**src/rtl/sc_pkg.sv**
```systemverilog
package sc_pkg;
  typedef enum logic [2:0] {
    ST_IDLE,
    ST_FLUSH,
    ST_RETAG,
    ST_FILL,
    ST_WTHRU
  } sc_state_e;
endpackage

```
**src/rtl/sc_tag_store.sv**
```systemverilog
module sc_tag_store #(
  parameter int SETS   = 8,
  parameter int BLOCKS = 2,
  parameter int TAG_W  = 7,
  localparam int SET_W = $clog2(SETS),
  localparam int BLK_W = $clog2(BLOCKS)
) (
  input  logic              clk_i,
  input  logic              rst_ni,
  input  logic [SET_W-1:0]  set_i,
  input  logic [BLK_W-1:0]  blk_i,
  output logic [TAG_W-1:0]  way_tag_o [2],
  output logic [1:0]        blk_vld_o,
  output logic [1:0]        sec_vld_o,
  output logic              lru_way_o,
  input  logic              way_i,
  output logic [BLOCKS-1:0] sec_vd_o,
  input  logic              retag_i,
  input  logic [TAG_W-1:0]  new_tag_i,
  input  logic              fill_i,
  input  logic              fill_dirty_i,
  input  logic              mark_dirty_i,
  input  logic              mark_way_i,
  input  logic              touch_i,
  input  logic              touch_way_i
);
  logic [TAG_W-1:0]  tag_q [SETS][2];
  logic [BLOCKS-1:0] vld_q [SETS][2];
  logic [BLOCKS-1:0] dty_q [SETS][2];
  logic [SETS-1:0]   lru_q;  // way to evict next

  always_ff @(posedge clk_i or negedge rst_ni) begin
    if (!rst_ni) begin
      for (int s = 0; s < SETS; s++) begin
        for (int w = 0; w < 2; w++) begin
          tag_q[s][w] <= '0;
          vld_q[s][w] <= '0;
          dty_q[s][w] <= '0;
        end
      end
      lru_q <= '0;
    end else begin
      if (retag_i) begin
        tag_q[set_i][way_i] <= new_tag_i;
        vld_q[set_i][way_i] <= '0;
        dty_q[set_i][way_i] <= '0;
      end
      if (fill_i) begin
        vld_q[set_i][way_i][blk_i] <= 1'b1;
        dty_q[set_i][way_i][blk_i] <= fill_dirty_i;
      end
      if (mark_dirty_i) dty_q[set_i][mark_way_i][blk_i] <= 1'b1;
      if (touch_i) lru_q[set_i] <= ~touch_way_i;
    end
  end

  for (genvar g = 0; g < 2; g++) begin : g_way
    assign way_tag_o[g] = tag_q[set_i][g];
    assign blk_vld_o[g] = vld_q[set_i][g][blk_i];
    assign sec_vld_o[g] = |vld_q[set_i][g];
  end

  assign lru_way_o = lru_q[set_i];
  assign sec_vd_o  = vld_q[set_i][way_i] & dty_q[set_i][way_i];


  retag_clears_chk: assert property (@(posedge clk_i) disable iff (!rst_ni)
    retag_i |=> (vld_q[$past(set_i)][$past(way_i)] == '0));
endmodule

```
**src/rtl/sc_data_store.sv**
```systemverilog
module sc_data_store #(
  parameter int SETS   = 8,
  parameter int BLOCKS = 2,
  parameter int WORDS  = 2,
  parameter int DATA_W = 32,
  localparam int SET_W  = $clog2(SETS),
  localparam int BLK_W  = $clog2(BLOCKS),
  localparam int LINE_W = WORDS * DATA_W
) (
  input  logic              clk_i,
  input  logic [SET_W-1:0]  set_i,
  input  logic [BLK_W-1:0]  blk_i,
  output logic [LINE_W-1:0] line_o [2],
  input  logic              way_b_i,
  input  logic [BLK_W-1:0]  blk_b_i,
  output logic [LINE_W-1:0] line_b_o,
  input  logic              wr_i,
  input  logic              wr_way_i,
  input  logic [WORDS-1:0]  wr_mask_i,
  input  logic [LINE_W-1:0] wr_line_i
);
  logic [LINE_W-1:0] mem_q [SETS][2][BLOCKS];

  always_ff @(posedge clk_i) begin
    if (wr_i) begin
      for (int k = 0; k < WORDS; k++) begin
        if (wr_mask_i[k])
          mem_q[set_i][wr_way_i][blk_i][k*DATA_W +: DATA_W] <= wr_line_i[k*DATA_W +: DATA_W];
      end
    end
  end

  // both ways read in parallel with the tag compare
  for (genvar g = 0; g < 2; g++) begin : g_rd
    assign line_o[g] = mem_q[set_i][g][blk_i];
  end

  assign line_b_o = mem_q[set_i][way_b_i][blk_b_i];
endmodule

```
**src/rtl/sc_ctrl.sv**
```systemverilog
module sc_ctrl
  import sc_pkg::*;
#(
  parameter int BLOCKS = 2,
  localparam int BLK_W = $clog2(BLOCKS)
) (
  input  logic              clk_i,
  input  logic              rst_ni,
  input  logic              req_i,
  input  logic              we_i,
  input  logic              wt_i,
  input  logic              hit_i,
  input  logic              hit_way_i,
  input  logic              sec_hit_i,
  input  logic              sec_way_i,
  input  logic              lru_way_i,
  input  logic [BLOCKS-1:0] vd_i,
  input  logic              mem_ack_i,
  output sc_state_e         state_o,
  output logic              way_o,
  output logic [BLK_W-1:0]  fl_blk_o,
  output logic              ready_o,
  output logic              mem_req_o,
  output logic              mem_we_o,
  output logic              retag_o,
  output logic              fill_o,
  output logic              fill_dirty_o,
  output logic              mark_dirty_o,
  output logic              touch_o,
  output logic              touch_way_o,
  output logic              dwr_o,
  output logic              dwr_way_o,
  output logic              dwr_fill_o
);
  sc_state_e        state_q, state_d;
  logic             way_q, way_d;
  logic [BLK_W-1:0] blk_q, blk_d;
  logic             adv;

  always_ff @(posedge clk_i or negedge rst_ni) begin
    if (!rst_ni) begin
      state_q <= ST_IDLE;
      way_q   <= 1'b0;
      blk_q   <= '0;
    end else begin
      state_q <= state_d;
      way_q   <= way_d;
      blk_q   <= blk_d;
    end
  end

  always_comb begin
    state_d      = state_q;
    way_d        = way_q;
    blk_d        = blk_q;
    adv          = 1'b0;
    ready_o      = 1'b0;
    mem_req_o    = 1'b0;
    mem_we_o     = 1'b0;
    retag_o      = 1'b0;
    fill_o       = 1'b0;
    fill_dirty_o = 1'b0;
    mark_dirty_o = 1'b0;
    touch_o      = 1'b0;
    touch_way_o  = 1'b0;
    dwr_o        = 1'b0;
    dwr_way_o    = 1'b0;
    dwr_fill_o   = 1'b0;
    unique case (state_q)
      ST_IDLE: begin
        if (req_i) begin
          if (hit_i) begin
            touch_o     = 1'b1;
            touch_way_o = hit_way_i;
            if (!we_i) begin
              ready_o = 1'b1;
            end else begin
              dwr_o     = 1'b1;
              dwr_way_o = hit_way_i;
              if (wt_i) begin
                way_d   = hit_way_i;
                state_d = ST_WTHRU;
              end else begin
                mark_dirty_o = 1'b1;
                ready_o      = 1'b1;
              end
            end
          end else if (sec_hit_i) begin
            way_d   = sec_way_i;
            state_d = ST_FILL;
          end else begin
            way_d   = lru_way_i;
            blk_d   = '0;
            state_d = ST_FLUSH;
          end
        end
      end
      ST_FLUSH: begin
        if (vd_i[blk_q]) begin
          mem_req_o = 1'b1;
          mem_we_o  = 1'b1;
          adv       = mem_ack_i;
        end else begin
          adv = 1'b1;
        end
        if (adv) begin
          if (blk_q == BLK_W'(BLOCKS - 1)) state_d = ST_RETAG;
          else blk_d = blk_q + 1'b1;
        end
      end
      ST_RETAG: begin
        retag_o = 1'b1;
        state_d = ST_FILL;
      end
      ST_FILL: begin
        mem_req_o = 1'b1;
        if (mem_ack_i) begin
          dwr_o        = 1'b1;
          dwr_way_o    = way_q;
          dwr_fill_o   = 1'b1;
          fill_o       = 1'b1;
          fill_dirty_o = we_i & ~wt_i;
          touch_o      = 1'b1;
          touch_way_o  = way_q;
          if (we_i && wt_i) begin
            state_d = ST_WTHRU;
          end else begin
            ready_o = 1'b1;
            state_d = ST_IDLE;
          end
        end
      end
      ST_WTHRU: begin
        mem_req_o = 1'b1;
        mem_we_o  = 1'b1;
        if (mem_ack_i) begin
          ready_o = 1'b1;
          state_d = ST_IDLE;
        end
      end
      default: state_d = ST_IDLE;
    endcase
  end

  assign state_o  = state_q;
  assign way_o    = way_q;
  assign fl_blk_o = blk_q;


  stall_chk: assert property (@(posedge clk_i) disable iff (!rst_ni)
    (mem_req_o && !mem_ack_i) |-> !ready_o);


  retag_after_flush_chk: assert property (@(posedge clk_i) disable iff (!rst_ni)
    (state_q == ST_RETAG) |=> (state_q == ST_FILL) && mem_req_o && !mem_we_o);
endmodule

```
**src/rtl/sectored_cache.sv**
```systemverilog
module sectored_cache
  import sc_pkg::*;
#(
  parameter int ADDR_W = 12,
  parameter int DATA_W = 32,
  parameter int SETS   = 8,
  parameter int BLOCKS = 2,
  parameter int WORDS  = 2,
  localparam int WORD_W  = $clog2(WORDS),
  localparam int MADDR_W = ADDR_W - WORD_W,
  localparam int LINE_W  = WORDS * DATA_W
) (
  input  logic               clk_i,
  input  logic               rst_ni,
  input  logic               wt_en_i,
  input  logic               cpu_req_i,
  input  logic               cpu_we_i,
  input  logic [ADDR_W-1:0]  cpu_addr_i,
  input  logic [DATA_W-1:0]  cpu_wdata_i,
  output logic [DATA_W-1:0]  cpu_rdata_o,
  output logic               cpu_ready_o,
  output logic               mem_req_o,
  output logic               mem_we_o,
  output logic [MADDR_W-1:0] mem_addr_o,
  output logic [LINE_W-1:0]  mem_wdata_o,
  input  logic [LINE_W-1:0]  mem_rdata_i,
  input  logic               mem_ack_i
);
  localparam int BLK_W = $clog2(BLOCKS);
  localparam int SET_W = $clog2(SETS);
  localparam int TAG_W = ADDR_W - WORD_W - BLK_W - SET_W;

  logic [WORD_W-1:0] cpu_word;
  logic [BLK_W-1:0]  cpu_blk;
  logic [SET_W-1:0]  cpu_set;
  logic [TAG_W-1:0]  cpu_tag;

  assign cpu_word = cpu_addr_i[WORD_W-1:0];
  assign cpu_blk  = cpu_addr_i[WORD_W +: BLK_W];
  assign cpu_set  = cpu_addr_i[WORD_W+BLK_W +: SET_W];
  assign cpu_tag  = cpu_addr_i[ADDR_W-1 -: TAG_W];

  logic [TAG_W-1:0]  way_tag [2];
  logic [1:0]        blk_vld, sec_vld, tag_eq, hit_w, sec_w;
  logic              lru_way;
  logic [BLOCKS-1:0] sec_vd;
  logic [LINE_W-1:0] way_line [2];
  logic [LINE_W-1:0] line_b;
  logic              hit, hit_way, sec_hit, sec_way;

  sc_state_e         state;
  logic              way_q;
  logic [BLK_W-1:0]  fl_blk;
  logic retag, fill, fill_dirty, mark_dirty, touch, touch_way;
  logic dwr, dwr_way, dwr_fill;

  // late select: tag compare beside data read
  for (genvar g = 0; g < 2; g++) begin : g_cmp
    assign tag_eq[g] = (way_tag[g] == cpu_tag);
    assign hit_w[g]  = tag_eq[g] & blk_vld[g];
    assign sec_w[g]  = tag_eq[g] & sec_vld[g];
  end
  assign hit     = |hit_w;
  assign hit_way = hit_w[1];
  assign sec_hit = |sec_w;
  assign sec_way = sec_w[1];

  sc_tag_store #(.SETS(SETS), .BLOCKS(BLOCKS), .TAG_W(TAG_W)) u_tags (
    .clk_i        (clk_i),
    .rst_ni       (rst_ni),
    .set_i        (cpu_set),
    .blk_i        (cpu_blk),
    .way_tag_o    (way_tag),
    .blk_vld_o    (blk_vld),
    .sec_vld_o    (sec_vld),
    .lru_way_o    (lru_way),
    .way_i        (way_q),
    .sec_vd_o     (sec_vd),
    .retag_i      (retag),
    .new_tag_i    (cpu_tag),
    .fill_i       (fill),
    .fill_dirty_i (fill_dirty),
    .mark_dirty_i (mark_dirty),
    .mark_way_i   (hit_way),
    .touch_i      (touch),
    .touch_way_i  (touch_way)
  );

  logic [BLK_W-1:0]  blk_b;
  logic [LINE_W-1:0] wr_line, merged;
  logic [WORDS-1:0]  wr_mask;

  assign blk_b = (state == ST_FLUSH) ? fl_blk : cpu_blk;

  always_comb begin
    merged = mem_rdata_i;
    if (cpu_we_i) merged[cpu_word*DATA_W +: DATA_W] = cpu_wdata_i;
  end

  assign wr_line = dwr_fill ? merged : {WORDS{cpu_wdata_i}};
  assign wr_mask = dwr_fill ? {WORDS{1'b1}} : (WORDS'(1) << cpu_word);

  sc_data_store #(.SETS(SETS), .BLOCKS(BLOCKS), .WORDS(WORDS), .DATA_W(DATA_W)) u_data (
    .clk_i     (clk_i),
    .set_i     (cpu_set),
    .blk_i     (cpu_blk),
    .line_o    (way_line),
    .way_b_i   (way_q),
    .blk_b_i   (blk_b),
    .line_b_o  (line_b),
    .wr_i      (dwr),
    .wr_way_i  (dwr_way),
    .wr_mask_i (wr_mask),
    .wr_line_i (wr_line)
  );

  sc_ctrl #(.BLOCKS(BLOCKS)) u_ctrl (
    .clk_i        (clk_i),
    .rst_ni       (rst_ni),
    .req_i        (cpu_req_i),
    .we_i         (cpu_we_i),
    .wt_i         (wt_en_i),
    .hit_i        (hit),
    .hit_way_i    (hit_way),
    .sec_hit_i    (sec_hit),
    .sec_way_i    (sec_way),
    .lru_way_i    (lru_way),
    .vd_i         (sec_vd),
    .mem_ack_i    (mem_ack_i),
    .state_o      (state),
    .way_o        (way_q),
    .fl_blk_o     (fl_blk),
    .ready_o      (cpu_ready_o),
    .mem_req_o    (mem_req_o),
    .mem_we_o     (mem_we_o),
    .retag_o      (retag),
    .fill_o       (fill),
    .fill_dirty_o (fill_dirty),
    .mark_dirty_o (mark_dirty),
    .touch_o      (touch),
    .touch_way_o  (touch_way),
    .dwr_o        (dwr),
    .dwr_way_o    (dwr_way),
    .dwr_fill_o   (dwr_fill)
  );

  logic [LINE_W-1:0] out_line;
  assign out_line    = (state == ST_FILL) ? mem_rdata_i : way_line[hit_way];
  assign cpu_rdata_o = out_line[cpu_word*DATA_W +: DATA_W];

  assign mem_addr_o  = (state == ST_FLUSH) ? {way_tag[way_q], cpu_set, fl_blk}
                                           : {cpu_tag, cpu_set, cpu_blk};
  assign mem_wdata_o = line_b;


  read_hit_now_chk: assert property (@(posedge clk_i) disable iff (!rst_ni)
    (cpu_req_i && !cpu_we_i && hit && state == ST_IDLE) |-> (cpu_ready_o && !mem_req_o));


  mem_hold_chk: assert property (@(posedge clk_i) disable iff (!rst_ni)
    (mem_req_o && !mem_ack_i) |=> (mem_req_o && $stable(mem_addr_o) && $stable(mem_we_o)));
endmodule

```
**config.mk**
```make
export PLATFORM = sky130hd
export DESIGN_NAME = sectored_cache
export DESIGN_NICKNAME = d
export VERILOG_FILES = /design/src/rtl/sc_pkg.sv /design/src/rtl/sc_tag_store.sv /design/src/rtl/sc_data_store.sv /design/src/rtl/sc_ctrl.sv /design/src/rtl/sectored_cache.sv
export SDC_FILE = /design/constraint.sdc
export NUM_CORES = 2
export LEC_CHECK = 0
export BUFFER_PORTS_ARGS = -buffer_cell sky130_fd_sc_hd__buf_4
export CAP_MARGIN = 20
export CELL_PAD_IN_SITES_DETAIL_PLACEMENT = 0
export CELL_PAD_IN_SITES_GLOBAL_PLACEMENT = 1
export CORE_MARGIN = 2
export CORE_UTILIZATION = 25
export CTS_BUF_LIST = sky130_fd_sc_hd__clkbuf_8
export DETAILED_ROUTE_END_ITERATION = 10
export GPL_ROUTABILITY_DRIVEN = 0
export PLACE_DENSITY_LB_ADDON = 0.1
export SYNTH_ARGS = -nofsm -noshare
export SYNTH_HDL_FRONTEND = slang
export SYNTH_SLANG_ARGS = --single-unit
```
**constraint.sdc**
```tcl
create_clock -name clk_i -period 14.95 [get_ports clk_i]
set_input_delay 1.495 -clock clk_i [delete_from_list [all_inputs] [get_ports clk_i]]
set_output_delay 1.495 -clock clk_i [all_outputs]
set_load 0.03 [all_outputs]
```
## Word-level counts from Yosys, hierarchy flattened

Memories as Yosys holds them, arrays and structs flattened.
Index checks and enable logic that the tools add are counted.
W data, S select, Z words.

- Flip-flop bits (word level): 189
- Bits in latches: 0
- RAM bits: 2,048
- Memory bits (read-only): 0
- Input port bits: 114
- Output and inout bits: 110
- Word-level logic and storage cells: 788
- Memories: 1

Memory list:

| name | words | bits a word | read ports | clocked after Yosys merged registers in | write ports | RTL line | source |
|---|---|---|---|---|---|---|---|
| u_data.mem_q | 8 | 256 | 1 | 0 | 1 | sc_data_store.sv:22 | `logic [LINE_W-1:0] mem_q [SETS][2][BLOCKS];` |

- Add/subtract/negate cells: 2
- $mul: 0
- Divide/modulo/power cells: 0
- Order comparisons: 16
- Equality and inequality tests: 17
- Shift-type cells: 4
- Muxes and demuxes: 403
- Bitwise gates (word level): 275
- Reductions and logical operators: 18

Operator list:

| cell | number |
|---|---|
| $mux W64 | 16 |
| $mux W128 | 5 |
| $mux W256 | 2 |
| $mux W1 | 308 |
| $demux W128 S1 | 2 |
| $or A1 B1 Y1 | 256 |
| $mux W32 | 6 |
| $demux W64 S1 | 2 |
| $bwmux W112 | 1 |
| $and A32 B32 Y32 | 2 |
| $bwmux W64 | 1 |
| $or A32 B32 Y32 | 2 |
| $shift A32 B34 Y64 const A | 1 |
| $shiftx A32 B34 Y64 | 1 |
| $shiftx A64 B7 Y32 | 1 |
| $bmux W14 S3 | 1 |
| $demux W14 S3 | 1 |
| $mux W14 | 3 |
| $demux W4 S3 | 3 |
| $neg A6 Y34 | 1 |
| $bwmux W32 | 1 |
| $not A32 Y32 | 1 |
| $mux W4 | 7 |
| $mux W7 | 4 |
| other kinds (42) | 107 |

## Depth between registers and ports, before layout

- Depth after elaboration: 18
- Mapped depth: 16

## Hierarchy

Synthesis repeated with hierarchy kept, for this count alone.

- Cell total of the unflattened synthesis: 5,674
- Area, all modules: 92,571.3 µm²

By module, submodules not included:

| module | instances | cells an instance | area an instance (µm²) |
|---|---|---|---|
| sc_data_store | 1 | 4,503 | 80,417.1 |
| sc_tag_store | 1 | 715 | 8,600.7 |
| sectored_cache | 1 | 388 | 3,061.7 |
| sc_ctrl | 1 | 68 | 491.7 |

## Worst setup path after synthesis

OpenSTA, ideal clock, no wires.

- Path type: input-to-reg
- From: in cpu_addr_i[3]
- To: mem u_data.mem_q[0][0] in the netlist's numbering (enable)
- Setup time: 0.461 ns
- Data arrival time: 6.048 ns
- Required time: 14.489 ns
- Setup slack: 8.441 ns
- Stages: 12
- Path buffers: 4
- Path through: buf_6 -> buf_6 -> buf_4 -> mux4_2 -> mux2i_1 -> xnor2_1 -> nor3_1 -> o2111ai_2 -> nand2_1 -> a41oi_1 -> buf_2 -> nor3_1

- Cells in the longest elaborated chain, start to end: 18
- Elaborated cells on any way between the ends: 36

RTL lines:

| element | RTL line | source |
|---|---|---|
| from (decl) | sectored_cache.sv:18 | `input logic [ADDR_W-1:0] cpu_addr_i,` |
| $not A3 Y4 (implied by the code) | sc_tag_store.sv:58, sc_tag_store.sv:59 |  |
| $bmux W4 S3 | sc_tag_store.sv:59 | `assign blk_vld_o[g] = vld_q[set_i][g][blk_i];` |
| $mux W4 (implied by the code) (2 in series) | sc_tag_store.sv:59 |  |
| $mux W1 (implied by the code) (2 in series) | sc_tag_store.sv:59 |  |
| $and A1 B1 Y1 | sectored_cache.sv:60 | `assign hit_w[g] = tag_eq[g] & blk_vld[g];` |
| $mux W1 / $reduce_or A2 Y1 (equally long branches) | sc_ctrl.sv:75, sectored_cache.sv:63 |  |
| $mux W1 | sc_ctrl.sv:72 | `if (hit_i) begin` |
| $mux W1 | sc_ctrl.sv:71 | `if (req_i) begin` |
| $pmux W1 S2 | sc_ctrl.sv:69 | `unique case (state_q)` |
| $not A1 Y2 (implied by the code) | sc_data_store.sv:28 | `mem_q[set_i][wr_way_i][blk_i][k*DATA_W +: DATA_W] <= wr_line_i[k*DATA_W +: DATA_W];` |
| $ge A2 B2 Y1 (implied by the code) / $lt A2 B1 Y1 (equally long branches) | sc_data_store.sv:28 |  |
| $logic_and A1 B1 Y1 (implied by the code) | sc_data_store.sv:28 |  |
| $mux W128 (implied by the code) | sc_data_store.sv:28 |  |
| $demux W128 S1 | sc_data_store.sv:28 |  |
| $mux W256 (implied by the code) | sc_data_store.sv:28 |  |
| $or A1 B1 Y1 (no source line) | n/a |  |
| to (decl) | sc_data_store.sv:22 |  |

Several ways; a longest one is shown, not always the timed one. The select of a mux whose other input is x is not followed.

## Worst setup path after layout

- From: in cpu_addr_i[3]
- To: out cpu_rdata_o[12]

- Cells in the longest elaborated chain, start to end: 13
- Elaborated cells on any way between the ends: 24

RTL lines:

| element | RTL line | source |
|---|---|---|
| $not A3 Y4 (implied by the code) | sc_tag_store.sv:58, sc_tag_store.sv:59 |  |
| $bmux W4 S3 | sc_tag_store.sv:59 |  |
| $mux W4 (2 in series) | n/a |  |
| $mux W1 (implied by the code) (2 in series) | sc_tag_store.sv:59 |  |
| $and A1 B1 Y1 | sectored_cache.sv:60 |  |
| $not A1 Y2 (implied by the code) | sectored_cache.sv:148 | `assign out_line = (state == ST_FILL) ? mem_rdata_i : way_line[hit_way];` |
| $mux W64 (implied by the code) (*) (3 in series) | sectored_cache.sv:148 |  |
| $mux W64 (*) | sectored_cache.sv:148 |  |
| $shiftx A64 B7 Y32 (*) | sectored_cache.sv:149 | `assign cpu_rdata_o = out_line[cpu_word*DATA_W +: DATA_W];` |
| to (decl) | sectored_cache.sv:20 | `output logic [DATA_W-1:0] cpu_rdata_o,` |

Every way passes the cells marked *; elsewhere a longest branch is shown, timed or not. The select of a mux whose other input is x is not followed.

==> results.cfg <==
[drt]
initialDrtViolationCount = 5025
antenna_left = 0
drt-met1-wl_um = 169800
first_pass_iters = 5
met3_length_um = 16720
drc = 0
met2_length_um = 182100
drt_wl_total_um = 376900
wl_per_cell_um = 35.83
via_per_inst = 5.097
highest_layer = met5
vias = 53620

[outcome]
status = complete, no violations

[floorplan]
rows = 217
die_area_mm2 = 0.3541
die_h_um = 595.1
core_mm2 = 0.3486
chipWidth_um = 595.1
pin_count = 224
floorplan.initialDensity_pct = 25.05

[synth]
synth_cell_types = 65
yosysSeqAreaShare_pct = 75.83
syn-cell-area_mm2 = 0.08734
synth-edff-count = 2048
synth-main-ff-cell = edfxtp_1
syn_inst = 5195
synth_top_area_cell = edfxtp_1
synth_top_area_share_pct = 70.42
ys_async_sr_fraction_pct = 8.449
synth_nets = 5309
synth_warnings = 0
post_synth_main_area_contributors = edfxtp_1, a22oi_1, dfrtp_1, mux2_2, mux4_2
synth.most_common_cell = edfxtp_1
postSynthAreaPerCell_um2 = 16.81
synth_common_cells = edfxtp_1, a22oi_1, clkbuf_1
ys_ff_latch = 2237

[clock_tree]
clk_path_buf_depth = 4
clk_latency_ns = 1.12
htree_levels = 5
cts_root_buffer = clkbuf_8
cts.sinks = 2237
cts_buffers = 409
tritoncts = yes
cts_hold_buffers = 0
cts_resized = 0
cts_setup_buffers = 0
clk_pin_slew_ns = 0.06

[placed_design]
io_buffers = 223
dp_hpwl_um = 201500
dp_slack_ns = 6.348

[global_route]
grt_start_max_net_pins = 103
antenna_found_initial = 18
grt.overflow.total = 0
grt_pass1_wl_um = 503200
grt_pass1_vias = 54350
track_usage_pct = 20.71

[worst_setup_path]
cpMostUsedCell = buf_4
critPathMaxFanout = 49
cp-start-kind = primary input
end_kind = output pin
cpMaxStageDelayCell = o32ai_1
cp.arrival_ns = 7.13
crit_chain = buf_6 -> buf_4 -> and3b_4 -> buf_4 -> buf_4 -> a22oi_1 -> nand4_1 -> nor2_1 -> nor3_1 -> a2111oi_1 -> o32ai_1 -> buf_4
cpPeakStageDelay_ns = 1.08
crit_type = primary input to output pin
critPathRequiredTime_ns = 13.46

[sta]
fin_ws_ns = 6.324
hold_viol_final = 0
period_needed_ns = 8.626
min_period_over_period_pct = 57.70
hold_ws_ns = 0.4100
rsz0062_at_grt = no
setup_viol = 0
tightest_slew_ns = 1.240
fin_tns_setup_ns = 0
relSlewSlack_pct = 17.11
timing.fmax_mhz = 115.9
finalClockSkew_ns = 0.1090
slew_violations = 0

[cells_and_area]
nNetsFinal = 5738
syn_to_final_growth_pct = 17.16
drive_above_1_share_pct = 21.43

[worst_hold_path]
hold_class = primary input to async pin

[flow_run]
maxCapViolCount = 0

[power_and_ir_drop]
vdd_drop_max_mv = 0.09336
power_density_mw_per_mm2 = 152.7
leakage_uw = 0.03296
cell type report:
class	count	area [um2]
sequential	2237	66230
antenna	3	7.507
timing repair buffer	418	3324
clock buffer	415	5712
multi-input combinational	2548	19970
fill	35020	246300
tap	4599	5754
inverter	10	45.04
clock inverter	289	1281
worst max-delay path, delay by kind of cell:
kind	cells	cell delay [ns]
and+or+nand+nor	4	1.17
buffers and inverters	5	2.83
AOI/OAI and AO/OA	3	1.40
flip-flops by register name, summed over array words and instances, names as in the netlist:
register and count:
u_data.mem_q 2048, u_tags.dty_q 32, u_tags.vld_q 32, u_ctrl.fl_blk_o 1, u_ctrl.way_o 1, u_tags.tag_q 112, u_tags.lru_q 8, u_ctrl.state_o 3
path summary, 6_finish.rpt:
kind | from | slack [ns] | end | depth (start not counted)
max in group asynchronous | rst_ni | 13.52 | u_tags.dty_q[15] | 3
worst max-delay path | cpu_addr_i[3] | 6.32 | cpu_rdata_o[12] | 12
worst min-delay path | rst_ni | 0.41 | u_tags.tag_q[91] | 1
min in group clk_i | u_tags.vld_q[17] | 0.47 | u_tags.vld_q[17] | 2
worst max register to register | u_tags.tag_q[60] | 9.40 | u_data.mem_q[1][100] | 10
worst min register to register | u_tags.vld_q[17] | 0.47 | u_tags.vld_q[17] | 2
power by group:
part / switching, uW / total [uW] / internal, uW
clock network: 2650 / 5240 / 2590
logic: 2100 / 2980 / 874
registers: 127 / 7400 / 7280
total: 4880 / 15600 / 10700
logic make-up (layout without fill, tap and decap cells):
family | Yosys count | in the layout | synth area share (%)
buffers and inverters | 410 | 1132 | 1.976
and+or+nand+nor | 805 | 805 | 4.748
other | 0 | 3 | 0
xor gates and xnor gates | 10 | 10 | 0.1003
DFF | 2237 | 2237 | 75.83
muxes | 378 | 378 | 6.036
AOI/OAI and AO/OA | 1355 | 1355 | 11.31
layer usage:
| metal | global-route usage [%] | vias up |
|---|---|---|
| met3 | 2.699 | 458 |
| li1 | - | 22300 |
| met1 | 28.40 | 29220 |
| met4 | 4.715 | 6 |
| met5 | 0 | - |
| met2 | 34.79 | 1639 |
cells in the final DEF, fill, tap and decap left out, types with 12 or more instances in the layout:
cell type	instances
a2111oi_1	18
a211oi_1	13
a21oi_1	67
a221oi_1	15
a222oi_1	12
a22o_1	44
a22oi_1	895
buf_4	390
clkbuf_8	416
clkinv_1	93
clkinv_2	18
dfrtp_1	188
edfxtp_1	2048
inv_1	161
mux2_2	189
mux2i_1	91
mux4_2	87
nand2_1	109
nand3_1	22
nand4_1	212
nor2_1	192
nor2b_1	58
nor3_1	65
nor3_2	70
o21ai_0	174
o2bb2ai_1	16
o32ai_1	37
per-stage QoR:
| stage | cells | area (um2) | power [uW] | util, % |
|---|---|---|---|---|
| floorplan | 5195 | 87340 | 8979 | - |
| global placement | 9796 | 95120 | 10520 | 27.28 |
| detailed placement | 9807 | 95250 | 10550 | 27.32 |
| CTS | 10510 | 102200 | 15840 | 29.33 |
| global route | 10520 | 102300 | 16200 | 29.35 |
| finish | 10520 | 102300 | 15620 | 29.35 |
No activity file was read; power rests on OpenSTA's default activity.
